**config.mk**
```make
export PLATFORM = sky130hd
export DESIGN_NAME = dsp_alu_core
export DESIGN_NICKNAME = d
export VERILOG_FILES = /design/src/rtl/dsp_alu_pkg.sv /design/src/rtl/alu_opnd_sel.sv /design/src/rtl/alu_exec.sv /design/src/rtl/alu_acc_reg.sv /design/src/rtl/dsp_alu_core.sv
export SDC_FILE = /design/constraint.sdc
export NUM_CORES = 2
export LEC_CHECK = 0
export BUFFER_PORTS_ARGS = -buffer_cell sky130_fd_sc_hd__buf_2
export CAP_MARGIN = 10
export CORE_MARGIN = 3
export CORE_UTILIZATION = 31
export CTS_CLUSTER_DIAMETER = 60
export DETAILED_ROUTE_END_ITERATION = 8
export PLACE_DENSITY_LB_ADDON = 0.3
export SETUP_SLACK_MARGIN = 0.05
export SYNTH_ARGS = -nofsm -noshare
export SYNTH_HDL_FRONTEND = slang
export SYNTH_SLANG_ARGS = --single-unit
```
**constraint.sdc**
```tcl
create_clock -name clk -period 10.3 [get_ports clk]
set_input_delay 1.03 -clock clk [delete_from_list [all_inputs] [get_ports clk]]
set_output_delay 1.03 -clock clk [all_outputs]
set_load 0.02 [all_outputs]
```
**src/rtl/dsp_alu_pkg.sv**
```systemverilog
package dsp_alu_pkg;

    localparam int DATA_W  = 32;
    localparam int IMM_W   = 16;
    localparam int SHAMT_W = 6;
    localparam int OP_W    = 4;

    typedef enum logic [OP_W-1:0] {
        OP_ADD_CLAMP = 4'd0,
        OP_ADD_WRAP  = 4'd1,
        OP_SUB_SGN   = 4'd2,
        OP_SUB_UNS   = 4'd3,
        OP_MUL_FRAC  = 4'd4,
        OP_SHL_CLAMP = 4'd5,
        OP_SHR_ARITH = 4'd6,
        OP_SHR_LOGIC = 4'd7,
        OP_AND       = 4'd8,
        OP_OR        = 4'd9,
        OP_XOR       = 4'd10,
        OP_NEGATE    = 4'd11
    } alu_op_e;

    // Codes 12..15 perform no write.
    function automatic logic op_writes(input logic [OP_W-1:0] code);
        return code <= OP_NEGATE;
    endfunction

endpackage

```
**src/rtl/alu_opnd_sel.sv**
```systemverilog
module alu_opnd_sel #(
    parameter int DW = 32,
    parameter int IW = 16
) (
    input  logic [DW-1:0] src_a,
    input  logic [DW-1:0] src_b,
    input  logic [DW-1:0] acc,
    input  logic [IW-1:0] imm,
    input  logic          acc_sel,
    input  logic          use_imm,
    output logic [DW-1:0] opa,
    output logic [DW-1:0] opb
);
    localparam int PAD_W = DW - IW;

    logic [DW-1:0] imm_aligned;

    // Immediate is left-aligned: its sign lands on the data sign bit.
    assign imm_aligned = {imm, {PAD_W{1'b0}}};

    always_comb begin
        opa = acc_sel ? acc : src_a;
        opb = use_imm ? imm_aligned : src_b;
    end
endmodule

```
**src/rtl/alu_exec.sv**
```systemverilog
module alu_exec
    import dsp_alu_pkg::*;
#(
    parameter int DW  = 32,
    parameter int SW  = 6,
    parameter int OPW = 4
) (
    input  logic [OPW-1:0] op,
    input  logic [DW-1:0]  opa,
    input  logic [DW-1:0]  opb,
    input  logic [SW-1:0]  shamt,
    output logic [DW-1:0]  res_data,
    output logic           res_zero,
    output logic           res_neg,
    output logic           res_wr
);
    localparam int          PW   = 2 * DW;
    localparam logic [DW-1:0] MAXP = {1'b0, {(DW-1){1'b1}}};
    localparam logic [DW-1:0] MAXN = {1'b1, {(DW-1){1'b0}}};

    alu_op_e op_e;
    assign op_e = alu_op_e'(op);

    // Saturated full-scale value for a given sign
    logic [DW-1:0] fs_by_sign;
    assign fs_by_sign = opa[DW-1] ? MAXN : MAXP;

    // Signed add and subtract with one guard bit
    logic [DW:0] sum_x, dif_x, udif_x;
    logic [DW-1:0] add_clamp, sub_clamp;
    always_comb begin
        sum_x  = {opa[DW-1], opa} + {opb[DW-1], opb};
        dif_x  = {opa[DW-1], opa} - {opb[DW-1], opb};
        udif_x = {1'b0, opa} - {1'b0, opb};
        if (sum_x[DW] != sum_x[DW-1])
            add_clamp = sum_x[DW] ? MAXN : MAXP;
        else
            add_clamp = sum_x[DW-1:0];
        if (dif_x[DW] != dif_x[DW-1])
            sub_clamp = dif_x[DW] ? MAXN : MAXP;
        else
            sub_clamp = dif_x[DW-1:0];
    end

    // Fractional multiply: drop one redundant sign bit of the product
    logic signed [PW-1:0] prod;
    logic [DW-1:0]        mul_frac;
    always_comb begin
        prod = $signed({{DW{opa[DW-1]}}, opa}) * $signed({{DW{opb[DW-1]}}, opb});
        if (opa == MAXN && opb == MAXN)
            mul_frac = MAXP;
        else
            mul_frac = prod[PW-2:DW-1];
    end

    // Clamping left shift through a double-width range check
    logic [PW-1:0] shl_wide;
    logic [DW:0]   shl_top;
    logic          shl_fits;
    logic [DW-1:0] shl_clamp;
    always_comb begin
        shl_wide = {{DW{opa[DW-1]}}, opa} << shamt;
        shl_top  = shl_wide[PW-1:DW-1];
        shl_fits = (shl_top == '0) || (shl_top == '1);
        if (int'(shamt) >= DW - 1)
            shl_clamp = (opa == '0) ? '0 : fs_by_sign;
        else if (shl_fits)
            shl_clamp = shl_wide[DW-1:0];
        else
            shl_clamp = fs_by_sign;
    end

    logic [DW-1:0] shr_a, shr_l;
    assign shr_a = DW'($signed(opa) >>> shamt);
    assign shr_l = opa >> shamt;

    always_comb begin
        res_data = '0;
        case (op_e)
            OP_ADD_CLAMP: res_data = add_clamp;
            OP_ADD_WRAP:  res_data = sum_x[DW-1:0];
            OP_SUB_SGN:   res_data = sub_clamp;
            OP_SUB_UNS:   res_data = udif_x[DW-1:0];
            OP_MUL_FRAC:  res_data = mul_frac;
            OP_SHL_CLAMP: res_data = shl_clamp;
            OP_SHR_ARITH: res_data = shr_a;
            OP_SHR_LOGIC: res_data = shr_l;
            OP_AND:       res_data = opa & opb;
            OP_OR:        res_data = opa | opb;
            OP_XOR:       res_data = opa ^ opb;
            OP_NEGATE:    res_data = '0 - opa;
            default:      res_data = '0;
        endcase
        res_wr   = op_writes(op);
        res_zero = (res_data == '0);
        res_neg  = (op_e == OP_SUB_UNS) ? udif_x[DW] : res_data[DW-1];
    end
endmodule

```
**src/rtl/alu_acc_reg.sv**
```systemverilog
module alu_acc_reg #(
    parameter int DW = 32
) (
    input  logic          clk,
    input  logic          rst,
    input  logic          wr_en,
    input  logic [DW-1:0] d_data,
    input  logic          d_zero,
    input  logic          d_neg,
    output logic [DW-1:0] q_data,
    output logic          q_zero,
    output logic          q_neg
);
    always_ff @(posedge clk) begin
        if (rst) begin
            q_data <= '0;
            q_zero <= 1'b1;
            q_neg  <= 1'b0;
        end else if (wr_en) begin
            q_data <= d_data;
            q_zero <= d_zero;
            q_neg  <= d_neg;
        end
    end
endmodule

```
**src/rtl/dsp_alu_core.sv**
```systemverilog
module dsp_alu_core #(
    parameter int DW  = dsp_alu_pkg::DATA_W,
    parameter int IW  = dsp_alu_pkg::IMM_W,
    parameter int SW  = dsp_alu_pkg::SHAMT_W,
    parameter int OPW = dsp_alu_pkg::OP_W
) (
    input  logic           clk,
    input  logic           rst,
    input  logic           valid_i,
    input  logic [OPW-1:0] op_i,
    input  logic           acc_sel_i,
    input  logic           use_imm_i,
    input  logic [DW-1:0]  src_a_i,
    input  logic [DW-1:0]  src_b_i,
    input  logic [IW-1:0]  imm_i,
    input  logic [SW-1:0]  shamt_i,
    output logic [DW-1:0]  acc_o,
    output logic           zero_o,
    output logic           neg_o
);
    logic [DW-1:0] opa, opb, res_data;
    logic          res_zero, res_neg, res_wr;

    alu_opnd_sel #(.DW(DW), .IW(IW)) u_sel (
        .src_a   (src_a_i),
        .src_b   (src_b_i),
        .acc     (acc_o),
        .imm     (imm_i),
        .acc_sel (acc_sel_i),
        .use_imm (use_imm_i),
        .opa     (opa),
        .opb     (opb)
    );

    alu_exec #(.DW(DW), .SW(SW), .OPW(OPW)) u_exec (
        .op       (op_i),
        .opa      (opa),
        .opb      (opb),
        .shamt    (shamt_i),
        .res_data (res_data),
        .res_zero (res_zero),
        .res_neg  (res_neg),
        .res_wr   (res_wr)
    );

    alu_acc_reg #(.DW(DW)) u_acc (
        .clk    (clk),
        .rst    (rst),
        .wr_en  (valid_i & res_wr),
        .d_data (res_data),
        .d_zero (res_zero),
        .d_neg  (res_neg),
        .q_data (acc_o),
        .q_zero (zero_o),
        .q_neg  (neg_o)
    );
endmodule

```
# Yosys cells after proc, flatten, opt, wreduce, memory -nomap -nowiden
# Cells that the tools add are included.
[totals] regBits=34 latchBits=0 mem_bits_rw=0 mem_bits_ro=0 inputBits=95 output_inout_bits=34 word_cells=52 n_memories=0
[classes] add_sub_neg=4 mul=1 div=0 n_lt_le_gt_ge=2 eq_ne=16 n_shift=3 mux=13 bitwise=4 reduce_logical=6
[ops] cell="32-bit one-hot mux with 12 select lines" count=1
[ops] cell="32-bit 2-to-1 mux" count=11
[ops] cell="32-bit by 32-bit subtractor with 33-bit output" count=2
[ops] cell="32-bit == test, second input constant" count=2
[ops] cell="32-bit logical NOT" count=2
[ops] cell="64-bit by 6-bit left shift with 64-bit output" count=1
[ops] cell="32-bit by 32-bit multiplier with 63-bit output" count=1
[ops] cell="32-bit by 32-bit adder with 33-bit output" count=1
[ops] cell="33-bit == test, second input constant" count=1
[ops] cell="33-bit logical NOT" count=1
[ops] cell="32-bit AND" count=1
[ops] cell="32-bit bitwise OR" count=1
[ops] cell="32-bit by 6-bit >> shifter with 32-bit output" count=1
[ops] cell="32-bit by 6-bit >>> shifter with 32-bit output" count=1
[ops] cell="1-bit by 32-bit subtractor with 32-bit output, first input constant" count=1
[ops] cell="32-bit XOR" count=1
[ops] cell="4-bit by 3-bit == test with 1-bit output, second input constant" count=4
[ops] cell="4-bit == test, second input constant" count=4
[ops] cell="4-bit by 2-bit == test with 1-bit output, second input constant" count=2
[ops] cell="6-bit by 5-bit greater-or-equal comparator with 1-bit output, second input constant" count=1
[ops] cell="4-bit by 1-bit == test with 1-bit output, second input constant" count=1
[ops] cell="4-bit less-or-equal comparator, second input constant" count=1
[ops] cell="4-bit logical NOT" count=1
[ops] cell="1-bit != test" count=2
[ops] cell="4 further kinds" count=4

# Depth between registers and ports, before layout
[logic_depth] word_depth=8 mapped_depth=39

# Hierarchy
# From an unflattened synthesis, not the netlist that was laid out.
[hier_totals] hier_cells=5745 hier_area_um2=48500.3
[by_module_without_submodules] mod="alu_exec" instances=1 cells_each=5563 area_per_inst_um2=46407.0
[by_module_without_submodules] mod="alu_acc_reg" instances=1 cells_each=110 area_per_inst_um2=1238.7
[by_module_without_submodules] mod="alu_opnd_sel" instances=1 cells_each=71 area_per_inst_um2=848.3
[by_module_without_submodules] mod="dsp_alu_core" instances=1 cells_each=1 area_per_inst_um2=6.3

# Worst setup path after synthesis
# OpenSTA, ideal clock, no wires.
[synth_timing] path_type="input-to-reg" from="input acc_sel_i" to="register u_acc.q_zero" setup_time_ns=0.084 arrival_ns=11.197 required_time_ns=10.216 slack_ns=-0.982 path_stages=35 path_buffers=6 cell_sequence="buf_6 -> buf_6 -> mux2i_1 -> inv_2 -> clkbuf_1 -> clkbuf_1 -> clkbuf_1 -> clkbuf_1 -> nand2_1 -> inv_1 -> fa_1 -> fa_1 -> fa_1 -> inv_1 -> fa_1 -> inv_1 -> fa_1 -> fa_1 -> fa_1 -> fa_1 -> ha_1 -> nor2b_1 -> o21ai_0 -> nand2_1 -> a2111o_1 -> and3_1 -> nor3_1 -> nor2_1 -> xnor2_1 -> a21oi_1 -> or4b_1 -> or4b_1 -> nor4_2 -> nand4_1 -> o31ai_2"
[synth_between] elab_chain_len=8
[synth_rtl] item="from (decl)" line_no="dsp_alu_core.sv:11" source="input logic acc_sel_i,"
[synth_rtl] item="32-bit 2-to-1 mux *" line_no="alu_opnd_sel.sv:22" source="opa = acc_sel ? acc : src_a;"
[synth_rtl] item="parallel branches: the longest is 5 deep, another holds 32-bit by 32-bit multiplier with 63-bit output"
[synth_rtl] item="32-bit one-hot mux with 12 select lines *" line_no="alu_exec.sv:79" source="case (op_e)"
[synth_rtl] item="32-bit logical NOT *" line_no="alu_exec.sv:95" source="res_zero = (res_data == '0);"
[synth_rtl] item="to (signal assigned)" line_no="alu_acc_reg.sv:21" source="q_zero <= d_zero;"
[synth_rtl] item="to (decl)" line_no="alu_acc_reg.sv:11" source="output logic q_zero,"
# Every way passes the cells marked *.
# A chain may end at the register's enable or synchronous reset.

# Worst setup path after layout
[layout_timing] from="input use_imm_i" to="register u_acc.q_zero"
[layout_between] elab_chain_len=6
[layout_rtl] item="from (decl)" line_no="dsp_alu_core.sv:12" source="input logic use_imm_i,"
[layout_rtl] item="32-bit 2-to-1 mux *" line_no="alu_opnd_sel.sv:23" source="opb = use_imm ? imm_aligned : src_b;"
[layout_rtl] item="parallel branches: the longest is 3 deep, another holds 32-bit by 32-bit multiplier with 63-bit output"
[layout_rtl] item="32-bit one-hot mux with 12 select lines *" line_no="alu_exec.sv:79"
[layout_rtl] item="32-bit logical NOT *" line_no="alu_exec.sv:95"
# Marked as above.

==> results.cfg <==
[global_routing]
busiest_layer = met2
antenna_found_initial = 20
grt_use_total_pct = 29.9
use_met1_pct = 42.0
grt_pass1_vias = 48200
grt_pass1_wl_mm = 352
met2_usage_pct = 46.2
use_met3_pct = 4.46
grt_start_max_net_pins = 53
grt_remaining_overflow = 0

[route]
wire_per_inst_um = 28.8
dr.first_iter.drc_count = 5157
drt_first_pass_iters = 6
vias_per_cell = 5.55
antenna_left = 0
wl_mm = 245
route.detailed.drc = 0
vias = 47200

[die]
fp.dieW_um = 401
initial_core_util_pct = 31.3
std_cell_rows = 144
dieArea_sq_mm = 0.161
placeableCoreArea_sq_mm = 0.155
io_pins = 129
fp.dieH_um = 401

[finish]
area_growth_pct = 23.0
ff_latch_area_sq_um = 681
multiInputGateArea_sq_mm = 0.0435
finalNetCount = 7896
fillers = 15900
fin_area_sq_mm = 0.0595
final_cells = 8509
final_util_pct = 38.5
layout-drive-gt1-share_pct = 20.5

[logic_synthesis]
ys_seq_elements = 34
syn_inst = 5830
yosys-top-cells-count = fa_1, inv_1, nor2_1
yosysUniqueCellTypes = 92
post-synth-top-area-fraction_pct = 44.4
syn-cell-area_sq_mm = 0.0484
syn_nets = 7274
async_flop_share_pct = 0
ys.flop_type = dfxtp_1
synth_warnings = 0
netlist_top_cells_area = fa_1, inv_1, ha_1
ys_seq_area_share_pct = 1.41
synth_edf_count = 0
avgSynthCellArea_sq_um = 8.30
yosysMostFrequentCell = fa_1
yosysTopAreaCell = fa_1

[place]
portBuffers = 128
post-place-cells = 8424
dp_hpwl_mm = 209
place_congestion = 1.05
dpl_cell_area_sq_mm = 0.0575

[sta]
slew_viol_final = 0
finClkSkew_ns = 0.00700
slew_headroom_pct = 14.2
fin_crit_ns = 10.50
post-route-period-util_pct = 102
setup_viol = 1
setup_ws_ns = -0.204
fmax_ghz = 0.0952
worst_pin_slew_ns = 1.28
hold_violations = 0
rsz0062_at_grt = true
tns_ns = -0.204

[critical_path]
worstSetupPathType = in -> reg
crit_required_ns = 10.51
crit_arrival_ns = 10.71
slowest_delay_ns = 0.53
reg2reg_from = u_acc.q_data[25]$_SDFFE_PP0P_
setup.worst_path.start = use_imm_i
start_kind = input port
path_max_fanout = 7
critPathSlowestCell = fa_1
cpMostUsedCell = buf_4
end_kind = flip-flop

[cts]
cts_buffer_depth = 2
holdBufCountCts = 0
root_buffer = clkbuf_16
clk_pin_slew_worst_paths_ns = 0.06
htreeDepth = 2
cts_tree = yes
cts_buffers = 5
clock_latency_ns = 0.29
cts_sinks = 34

[worst_hold_path]
hold_class = reg -> reg
min_from = u_acc.q_neg$_SDFFE_PP0P_

[run_status]
violations = setup timing
status = finished, violations left

[run]
maxCapViolCount = 0
==> final cells by class <==
class,count,area share (%)
Antenna cell,12,0.0505
Tap cell,2044,4.30
Timing Repair Buffer,987,14.4
Clock buffer,5,0.210
Sequential cell,34,1.14
Multi-Input combinational cell,4384,73.2
Inverter,1040,6.65
Clock inverter,3,0.116
==> placed cells by master (no fill, tap or decap), types with 59 or more instances in the layout <==
| cell | Yosys | routed |
|---|---|---|
| a21oi_1 | 189 | 175 |
| buf_12 | 0 | 100 |
| buf_2 | 6 | 126 |
| buf_4 | 0 | 722 |
| fa_1 | 1074 | 1052 |
| ha_1 | 275 | 254 |
| inv_1 | 996 | 981 |
| mux4_2 | 59 | 59 |
| nand2_1 | 667 | 659 |
| nand3_1 | 61 | 59 |
| nor2_1 | 781 | 767 |
| nor3_1 | 100 | 89 |
| o21ai_0 | 220 | 209 |
| xnor2_1 | 115 | 112 |
==> sequential cells by signal (all words and copies together) (netlist names) <==
register      count
u_acc.q_data     32
u_acc.q_neg       1
u_acc.q_zero      1
==> worst paths after layout <==
kind | to | slack, ns | depth (start not counted)
max | u_acc.q_zero$_SDFFE_PP1P_ | -0.20 | 40
min | u_acc.q_neg$_SDFFE_PP0P_ | 0.48 | 2
max reg2reg | u_acc.q_zero$_SDFFE_PP1P_ | 0.53 | 34
min reg2reg | u_acc.q_neg$_SDFFE_PP0P_ | 0.48 | 2
==> what timing repair did <==
item | 4_1_cts | 5_1_grt
buffers inserted | 22 | 42
pin swaps | 17 | 64
endpoints found under the setup margin | 12 | 11
gates cloned | 1 | 2
resized for setup | 66 | 181
==> worst max-delay path: cells and delay by family <==
kind                     cells  cell delay [ns]
AND/OR/NAND/NOR              9             1.77
multiplexers                 1             0.35
buffers and inverters       14             2.40
AO/OA/AOI/OAI                6             0.84
XOR/XNOR                     1             0.15
adder cells (fa/ha/maj)      9             4.11
==> metrics by stage <==
step | hold slack (ns) | setup slack, ns
after floorplan | 0.535 | -0.00369
after global placement | 0.477 | -1.12
after detailed placement | 0.478 | -1.11
after CTS | 0.486 | -0.201
after global routing | 0.498 | -0.451
final | 0.479 | -0.204
==> routing by layer <==
| metal | vias to the layer above | routed length [um] |
|---|---|---|
| met5 | - | 53 |
| met4 | 8 | 13200 |
| met3 | 449 | 22000 |
| met2 | 2541 | 107000 |
| met1 | 24400 | 103000 |
| li1 | 19800 | - |
==> cell families (layout without fill, tap and decap cells) <==
kind of cell               Yosys count  in the layout  synth area share [%]
AOI/OAI and AO/OA                  893            893                  12.3
other                                0             12                     0
buffers and inverters             1412           2035                  11.0
muxes                              156            156                  5.03
DFF                                 34             34                  1.41
adders and majority gates         1350           1350                  51.6
and+or+nand+nor                   1853           1853                  16.2
xor gates and xnor gates           132            132                  2.39
Power is not shown: default switching activity piles up to over one toggle a cycle in this logic, so the estimate is an artifact.
